$ cat config.mk
export PLATFORM = sky130hd
export DESIGN_NAME = burst_col_gen
export DESIGN_NICKNAME = d
export VERILOG_FILES = /design/src/rtl/burst_col_pkg.sv /design/src/rtl/burst_col_seq.sv /design/src/rtl/burst_col_lane.sv /design/src/rtl/burst_col_gen.sv
export SDC_FILE = /design/constraint.sdc
export NUM_CORES = 1
export LEC_CHECK = 0
export ABC_AREA = 1
export ABC_CLOCK_PERIOD_IN_PS = 1700
export BUFFER_PORTS_ARGS = -buffer_cell sky130_fd_sc_hd__buf_2
export CORE_MARGIN = 4
export CORE_UTILIZATION = 45
export CTS_CLUSTER_SIZE = 28
export DETAILED_ROUTE_END_ITERATION = 10
export PLACE_DENSITY = 0.7
export SLEW_MARGIN = 10
export SYNTH_ARGS = -nofsm -noshare
export SYNTH_HDL_FRONTEND = slang
export SYNTH_HIERARCHICAL = 1
export SYNTH_SLANG_ARGS = --single-unit
export TNS_END_PERCENT = 50
$ cat constraint.sdc
create_clock -name clk -period 1.7 [get_ports clk]
set_input_delay 0 -clock clk [delete_from_list [all_inputs] [get_ports clk]]
set_output_delay 0 -clock clk [all_outputs]
set_load 0.02 [all_outputs]
$ cat src/rtl/burst_col_pkg.sv
package burst_col_pkg;

   // Ordering selector values, as seen on the interleave input
   typedef enum logic {
      ORD_SEQ = 1'b0,
      ORD_XOR = 1'b1
   } order_e;

   // Length code to log2(burst length): code c gives 2^(c+1) beats
   function automatic int unsigned code_to_log2(input int unsigned code);
      return code + 1;
   endfunction

endpackage

$ cat src/rtl/burst_col_seq.sv
// Burst sequencer: latches the command, counts column pairs, flags the final one
module burst_col_seq
   import burst_col_pkg::*;
#(
   parameter int COL_W       = 10,
   parameter int MAX_BL_LOG2 = 4,
   localparam int CODE_W     = (MAX_BL_LOG2 > 2) ? $clog2(MAX_BL_LOG2) : 1,
   localparam int LOG_W      = $clog2(MAX_BL_LOG2 + 1),
   localparam int PAIR_W     = MAX_BL_LOG2 - 1
) (
   input  logic              clk,
   input  logic              rst_n,
   input  logic              start,
   input  logic [COL_W-1:0]  start_col,
   input  logic [CODE_W-1:0] bl_code,
   input  logic              interleave,
   input  logic              stop,
   output logic              active,
   output logic [COL_W-1:0]  base_col,
   output logic [LOG_W-1:0]  bl_log2,
   output order_e            order,
   output logic [PAIR_W-1:0] pair_idx,
   output logic              last_pair
);

   logic [LOG_W-1:0]  req_log2;
   logic [PAIR_W-1:0] final_idx;

   // Codes beyond the largest supported length saturate to the maximum
   always_comb begin
      if (int'(bl_code) + 1 > MAX_BL_LOG2)
         req_log2 = LOG_W'(MAX_BL_LOG2);
      else
         req_log2 = LOG_W'(code_to_log2(int'(bl_code)));
   end

   assign final_idx = PAIR_W'((1 << (int'(bl_log2) - 1)) - 1);
   assign last_pair = active && (pair_idx == final_idx);

   always_ff @(posedge clk or negedge rst_n) begin
      if (!rst_n) begin
         active   <= 1'b0;
         base_col <= '0;
         bl_log2  <= LOG_W'(1);
         order    <= ORD_SEQ;
         pair_idx <= '0;
      end else if (start) begin
         active   <= 1'b1;
         base_col <= start_col;
         bl_log2  <= req_log2;
         order    <= order_e'(interleave);
         pair_idx <= '0;
      end else if (stop || last_pair) begin
         active   <= 1'b0;
         pair_idx <= '0;
      end else if (active) begin
         pair_idx <= pair_idx + PAIR_W'(1);
      end
   end

endmodule

$ cat src/rtl/burst_col_lane.sv
// One address lane: column of a given beat number within the wrap block
module burst_col_lane
   import burst_col_pkg::*;
#(
   parameter int COL_W       = 10,
   parameter int MAX_BL_LOG2 = 4,
   localparam int LOG_W      = $clog2(MAX_BL_LOG2 + 1)
) (
   input  logic [COL_W-1:0]       base_col,
   input  logic [LOG_W-1:0]       bl_log2,
   input  order_e                 order,
   input  logic [MAX_BL_LOG2-1:0] beat,
   output logic [COL_W-1:0]       col
);

   logic [COL_W-1:0] blk_mask;
   logic [COL_W-1:0] beat_ext;
   logic [COL_W-1:0] low_bits;

   assign blk_mask = (COL_W'(1) << bl_log2) - COL_W'(1);
   assign beat_ext = COL_W'(beat);

   always_comb begin
      case (order)
         ORD_XOR: low_bits = base_col ^ beat_ext;
         default: low_bits = base_col + beat_ext;
      endcase
   end

   assign col = (base_col & ~blk_mask) | (low_bits & blk_mask);

endmodule

$ cat src/rtl/burst_col_gen.sv
// Top: burst column generator, two columns per clock
module burst_col_gen
   import burst_col_pkg::*;
#(
   parameter int COL_W       = 10,
   parameter int MAX_BL_LOG2 = 4,
   localparam int CODE_W     = (MAX_BL_LOG2 > 2) ? $clog2(MAX_BL_LOG2) : 1,
   localparam int LOG_W      = $clog2(MAX_BL_LOG2 + 1),
   localparam int PAIR_W     = MAX_BL_LOG2 - 1,
   localparam int LANES      = 2
) (
   input  logic              clk,
   input  logic              rst_n,
   input  logic              start,
   input  logic [COL_W-1:0]  start_col,
   input  logic [CODE_W-1:0] bl_code,
   input  logic              interleave,
   input  logic              stop,
   output logic [COL_W-1:0]  col_even,
   output logic [COL_W-1:0]  col_odd,
   output logic              valid,
   output logic              last
);

   // Elaboration-time parameter checks
   if (MAX_BL_LOG2 < 2) begin : g_bad_len
      $error("MAX_BL_LOG2 must be at least 2");
   end
   if (COL_W < MAX_BL_LOG2) begin : g_bad_col
      $error("COL_W must cover the largest burst block");
   end

   logic              active;
   logic [COL_W-1:0]  base_col;
   logic [LOG_W-1:0]  bl_log2;
   order_e            order;
   logic [PAIR_W-1:0] pair_idx;
   logic              last_pair;
   logic [COL_W-1:0]  lane_col [LANES];

   burst_col_seq #(
      .COL_W       (COL_W),
      .MAX_BL_LOG2 (MAX_BL_LOG2)
   ) u_seq (
      .clk        (clk),
      .rst_n      (rst_n),
      .start      (start),
      .start_col  (start_col),
      .bl_code    (bl_code),
      .interleave (interleave),
      .stop       (stop),
      .active     (active),
      .base_col   (base_col),
      .bl_log2    (bl_log2),
      .order      (order),
      .pair_idx   (pair_idx),
      .last_pair  (last_pair)
   );

   for (genvar g = 0; g < LANES; g++) begin : g_lane
      logic [MAX_BL_LOG2-1:0] beat;
      assign beat = {pair_idx, 1'(g)};
      burst_col_lane #(
         .COL_W       (COL_W),
         .MAX_BL_LOG2 (MAX_BL_LOG2)
      ) u_lane (
         .base_col (base_col),
         .bl_log2  (bl_log2),
         .order    (order),
         .beat     (beat),
         .col      (lane_col[g])
      );
   end

   assign col_even = lane_col[0];
   assign col_odd  = lane_col[1];
   assign valid    = active;
   assign last     = last_pair;

endmodule

Yosys cells after proc, flatten, opt, wreduce, memory -nomap -nowiden
Index checks and enable logic that the tools add are counted.
{"block": "totals", "wordCells": 37, "latchBits": 0, "output_inout_bits": 22, "ram_bits": 0, "mem_bits_ro": 0, "memories": 0, "regBits": 18, "input_bits": 17}
{"block": "classes", "shift": 2, "n_reduce_logical": 4, "n_bitwise": 8, "order_cmp": 1, "add_sub_neg": 8, "div_mod_pow": 0, "mul": 0, "eq_ne": 1, "muxes": 8}
{"op": "greater-than comparator 32 x 4 -> 1 bit (second input constant)", "n": 1}
{"op": "<< shifter 1 x 32 -> 3 bit (first input constant)", "n": 1}
{"op": "AND 10 bit", "n": 3}
{"op": "adder 10 x 4 -> 10 bit", "n": 2}
{"op": "2-to-1 mux 10 bit", "n": 2}
{"op": "bitwise OR 10 bit", "n": 2}
{"op": "bitwise XOR 10 x 4 -> 10 bit", "n": 2}
{"op": "2-to-1 mux 3 bit", "n": 4}
{"op": "NOT 10 bit", "n": 1}
{"op": "<< shifter 1 x 3 -> 10 bit (first input constant)", "n": 1}
{"op": "subtractor 10 x 2 -> 10 bit (second input constant)", "n": 1}
{"op": "adder 2 x 1 -> 3 bit (second input constant)", "n": 2}
{"op": "subtractor 3 x 1 -> 4 bit (second input constant)", "n": 1}
{"op": "adder 3 x 1 -> 3 bit (second input constant)", "n": 1}
{"op": "equality test 3 bit", "n": 1}
{"op": "nonzero test 3 bit", "n": 1}
{"op": "subtractor 3 x 2 -> 3 bit (second input constant)", "n": 1}
{"op": "2-to-1 mux 1 bit", "n": 2}
{"op": "nonzero test 2 bit", "n": 1}
{"op": "logical AND 1 bit", "n": 1}
{"op": "logical OR 1 bit", "n": 1}

Depth between registers and ports, before layout
{"block": "depth", "depth_word": 8, "ltp_mapped": 12, "depth_no_buf": 12}

Modules after synthesis
Netlist, hierarchy kept.
{"mod": "burst_col_lane", "area_per_inst_um2": 491.7, "n_inst": 2, "seq_area_each_um2": 0.0, "cells_per_inst": 90}
{"mod": "burst_col_seq", "area_per_inst_um2": 844.6, "n_inst": 1, "seq_area_each_um2": 451.7, "cells_per_inst": 102}
{"mod": "burst_col_gen", "area_per_inst_um2": 7.5, "n_inst": 1, "seq_area_each_um2": 0.0, "cells_per_inst": 2}

Worst setup path before layout
No wires, ideal clock.
{"block": "synth_path", "path_type": "reg-to-reg", "from": "register u_seq.bl_log2[1]", "to": "register u_seq.pair_idx[2]", "path_buffers": 0, "synth_period_minus_slack_ns": 1.852, "setup_time_ns": 0.120, "stages_incl_launch_ff": 12, "slack_ns": -0.152, "t_required_ns": 1.580, "t_arrival_ns": 1.732, "path_cell_list": "dfrtp_1 > inv_1 > nor2_1 > nand2_1 > ha_1 > nand2_1 > nand2_1 > nor2_1 > nand2_1 > nor2_2 > nand2_2 > and3_1"}
{"block": "synth_between", "elab_chain_cells": 8, "elab_cells_between_ends": 9, "cone_classes": "add/sub (2); eq/ne (1); shift (1); mux (2); reduce/logical (3)"}
{"item": "from (decl)", "line_no": "burst_col_seq.sv:20", "source": "output logic [LOG_W-1:0] bl_log2,"}
{"item": "from (signal assigned)", "line_no": "burst_col_seq.sv:50", "source": "bl_log2 <= req_log2;"}
{"item": "subtractor 3 x 1 -> 4 bit (*)", "line_no": "burst_col_seq.sv:37", "source": "assign final_idx = PAIR_W'((1 << (int'(bl_log2) - 1)) - 1);"}
{"item": "<< shifter 1 x 32 -> 3 bit (*)", "line_no": "burst_col_seq.sv:37"}
{"item": "subtractor 3 x 2 -> 3 bit (*)", "line_no": "burst_col_seq.sv:37"}
{"item": "equality test 3 bit (*)", "line_no": "burst_col_seq.sv:38", "source": "assign last_pair = active && (pair_idx == final_idx);"}
{"item": "logical AND 1 bit (*)", "line_no": "burst_col_seq.sv:38"}
{"item": "logical OR 1 bit (*)", "line_no": "burst_col_seq.sv:53", "source": "end else if (stop || last_pair) begin"}
{"item": "2-to-1 mux 3 bit", "line_no": "burst_col_seq.sv:53"}
{"item": "2-to-1 mux 3 bit", "line_no": "burst_col_seq.sv:47", "source": "end else if (start) begin"}
{"item": "to (signal assigned)", "line_no": "burst_col_seq.sv:57", "source": "pair_idx <= pair_idx + PAIR_W'(1);"}
{"item": "to (decl)", "line_no": "burst_col_seq.sv:22", "source": "output logic [PAIR_W-1:0] pair_idx,"}
Every way passes the cells marked *; elsewhere a longest branch is shown, timed or not.
A chain may end at the register's enable or synchronous reset.

Final worst setup path
{"block": "layout_path", "from": "register u_seq.base_col[0]", "to": "output col_odd[1]"}
{"block": "layout_between", "elab_chain_cells": 4}
{"item": "from (decl)", "line_no": "burst_col_seq.sv:19", "source": "output logic [COL_W-1:0] base_col,"}
{"item": "from (signal assigned)", "line_no": "burst_col_seq.sv:49", "source": "base_col <= start_col;"}
{"item": "adder 10 x 4 -> 10 bit", "line_no": "burst_col_lane.sv:26", "source": "default: low_bits = base_col + beat_ext;"}
{"item": "2-to-1 mux 10 bit", "line_no": "burst_col_lane.sv:24", "source": "case (order)"}
{"item": "AND 10 bit", "line_no": "burst_col_lane.sv:30", "source": "assign col = (base_col & ~blk_mask) | (low_bits & blk_mask);"}
{"item": "bitwise OR 10 bit", "line_no": "burst_col_lane.sv:30"}
{"item": "to (decl)", "line_no": "burst_col_gen.sv:20", "source": "output logic [COL_W-1:0] col_odd,"}
Every way passes these cells.

==> metrics.cfg <==
[outcome]
status = finished with violations
violations = negative setup slack

[timing]
setup_violations = 15
fin_setup_tns_ns = -1.52
fin_crit_ns = 1.91
whs_ns = 0.000975
slew_viol_final = 0
clock_skew_ns = 0.000228
rsz0062_at_grt = true
fin_crit_sh_pct = 112
finalHoldViolCount = 0
fmax_mhz = 523
fin_ws_ns = -0.212

[routing]
vias = 2029
drc = 0
antenna_left = 0
drtIter0Drc = 99
dr.pass1.iters = 4
routed_wl_um = 5260
drt-wirelength-per-cell_um = 13.2
viasPerCell = 5.09

[worst_setup_path]
r2r_cells = 11
end_kind = output port
critical_path.max_fanout = 2
start_kind = flip-flop
required_ns = 1.70
worstPathArrival_ns = 1.91
slowest_stage = fa_2
cp_cell_sequence = ha_2, fa_2, nor2_1, o31ai_1, buf_2
r2r_slack_ns = -0.04
reg2reg_to = u_seq/active$_DFFE_PN0P_
reg2reg_from = u_seq/bl_log2[0]$_DFFE_PN1P_
worstSetupPathType = reg2out
crit_path_max_incr_delay_ns = 0.51

[finish]
num-fill-cells = 294
drive_gt1_share_pct = 37.0
antenna_cells = 0
nets = 384
final_area_sq_mm = 0.00275
area_growth_pct = 49.6

[logic_synthesis]
ys_types = 27
synth_nets = 316
synth_edf_count = 0
synth.most_common_cell = nand2_1
synth_area_sq_mm = 0.00184
synth-async-reset-ratio_pct = 100
synthTopCellsByArea = dfrtp_1, nand2_1, nand3_1
yosys.area.top_type = dfrtp_1
syn_area_per_cell_sq_um = 6.46
ys_ff_latch = 18
synth-seq-area-share_pct = 24.6
synth_ff_type = dfrtp_1
synthCells = 284
ys_warn_count = 6
synth_top_area_share_pct = 23.2
synth_common_cells = nand2_1, nand3_1, inv_1, dfrtp_1, ha_1

[clock_tree]
cts_buffer_depth = 2
cts_sinks = 18
clkTransAtPathRegs_ns = 0.07
cts.htree.levels = 1
cts_buffers = 3
clock_latency_ns = 0.26
cts_tree = yes
clock_tree.root_cell = clkbuf_8

[global_route]
grt_use_total_pct = 20.8
grt_pass1_vias = 1922
grt_max_degree = 19
grt-ovfl-total = 0
grt_pass1_wl_um = 8650
antenna_found_initial = 0

[placement]
placement.cell_area_sq_mm = 0.00214
place_ws_ns = -0.00266
portBuffers = 38
dpl.hpwl_um = 3470
place_congestion = 0.860

[die]
placementRows = 22
chipHeight_um = 71.9
fp.coreArea_sq_mm = 0.00380
dieArea_sq_mm = 0.00516
io_pins = 39
die_w_um = 71.9
start_util_pct = 48.3

[min_path]
worstHoldStart = start_col[8]
min_to = u_seq/base_col[8]$_DFFE_PN0P_
hold_class = in2reg
hold-path-cell-count = 3

[pwr]
power.leakage_nw = 1.41
power_density_mw_per_mm2 = 670
peakVddDrop_mv = 0.668
total_power_mw = 1.84

[run]
drv_cap = 0

repair_timing:
action | in CTS | in global routing
endpoints found under the hold margin | 29 | 0
pin swaps | 12 | 13
buffers inserted | 5 | 8
hold buffers | 12 | 0
endpoints found under the setup margin | 18 | 21
resized for setup | 44 | 31
where the power goes:
part | total (mW) | switching [mW] | internal, mW
Combinational | 0.954 | 0.508 | 0.447
Sequential | 0.531 | 0.0652 | 0.466
Clock | 0.355 | 0.149 | 0.206
Total | 1.84 | 0.722 | 1.12
per-layer routing:
layer	routed length [um]	track usage [%]
met2	2570	34.5
met4	76	7.72
met1	2310	27.4
met5	0	0
met3	312	3.09
registers in the layout (all words and copies together), names as in the netlist:
name            cells
u_seq/active        1
u_seq/pair_idx      3
u_seq/order         1
u_seq/bl_log2       3
u_seq/base_col     10
layout by cell type, fill, tap and decap left out, drive strengths merged, types with 2 or more instances in the layout:
cell	Yosys	routed
conb	2	2
dfrtp	17	17
o21ai	5	5
fa	2	2
nand2	113	113
nor3	2	2
mux2	2	2
xor2	3	3
nand3	37	37
inv	37	37
clkinv	2	2
xnor2	4	4
nand4	11	11
ha	13	13
nor2	21	21
buf	5	60
o31ai	2	2
clkbuf	4	4
dlygate4sd3	0	12
stage by stage:
step / cells / utilization, %
after floorplan: 284 / -
after global placement: 370 / 56.3
after detailed placement: 370 / 56.3
after CTS: 391 / 67.1
after global routing: 399 / 72.3
final: 399 / 72.3
critical path, delay by kind of cell, from the launching register on:
family | cells | cell delay [ns]
adders and majority gates | 2 | 0.71
AOI/OAI and AO/OA | 1 | 0.28
and+or+nand+nor | 1 | 0.04
DFF | 1 | 0.40
buffers and inverters | 1 | 0.22
layout make-up:
class / count / area (sq um) / share of cell area, %
clock buffer: 4 / 55.1 / 2.00
inverter: 39 / 151 / 5.51
multi-input combinational: 218 / 1410 / 51.3
sequential: 18 / 460 / 16.8
tap: 48 / 60.1 / 2.19
timing repair buffer: 72 / 611 / 22.2
how the worst max path moves through the flow:
stage	start	endpoint	cells after the start
after floorplan	u_seq/base_col[0]$_DFFE_PN0P_	col_odd[1]	4
after global placement	u_seq/bl_log2[0]$_DFFE_PN1P_	u_seq/pair_idx[1]$_DFFE_PN0P_	10
after detailed placement	u_seq/bl_log2[0]$_DFFE_PN1P_	u_seq/active$_DFFE_PN0P_	10
after CTS	u_seq/base_col[0]$_DFFE_PN0P_	col_odd[1]	5
after global routing	u_seq/bl_log2[0]$_DFFE_PN1P_	col_even[4]	11
final	u_seq/base_col[0]$_DFFE_PN0P_	col_odd[1]	5
logic make-up after synthesis:
kind of cell	share of synthesized area, %
xor+xnor	3.34
buf+inv	11.1
compound gates	2.18
flops	24.6
mux	1.64
other cells	0.409
simple gates	45.7
fa+ha+maj	11.0
Note: power is estimated with default switching activity, not from simulation.
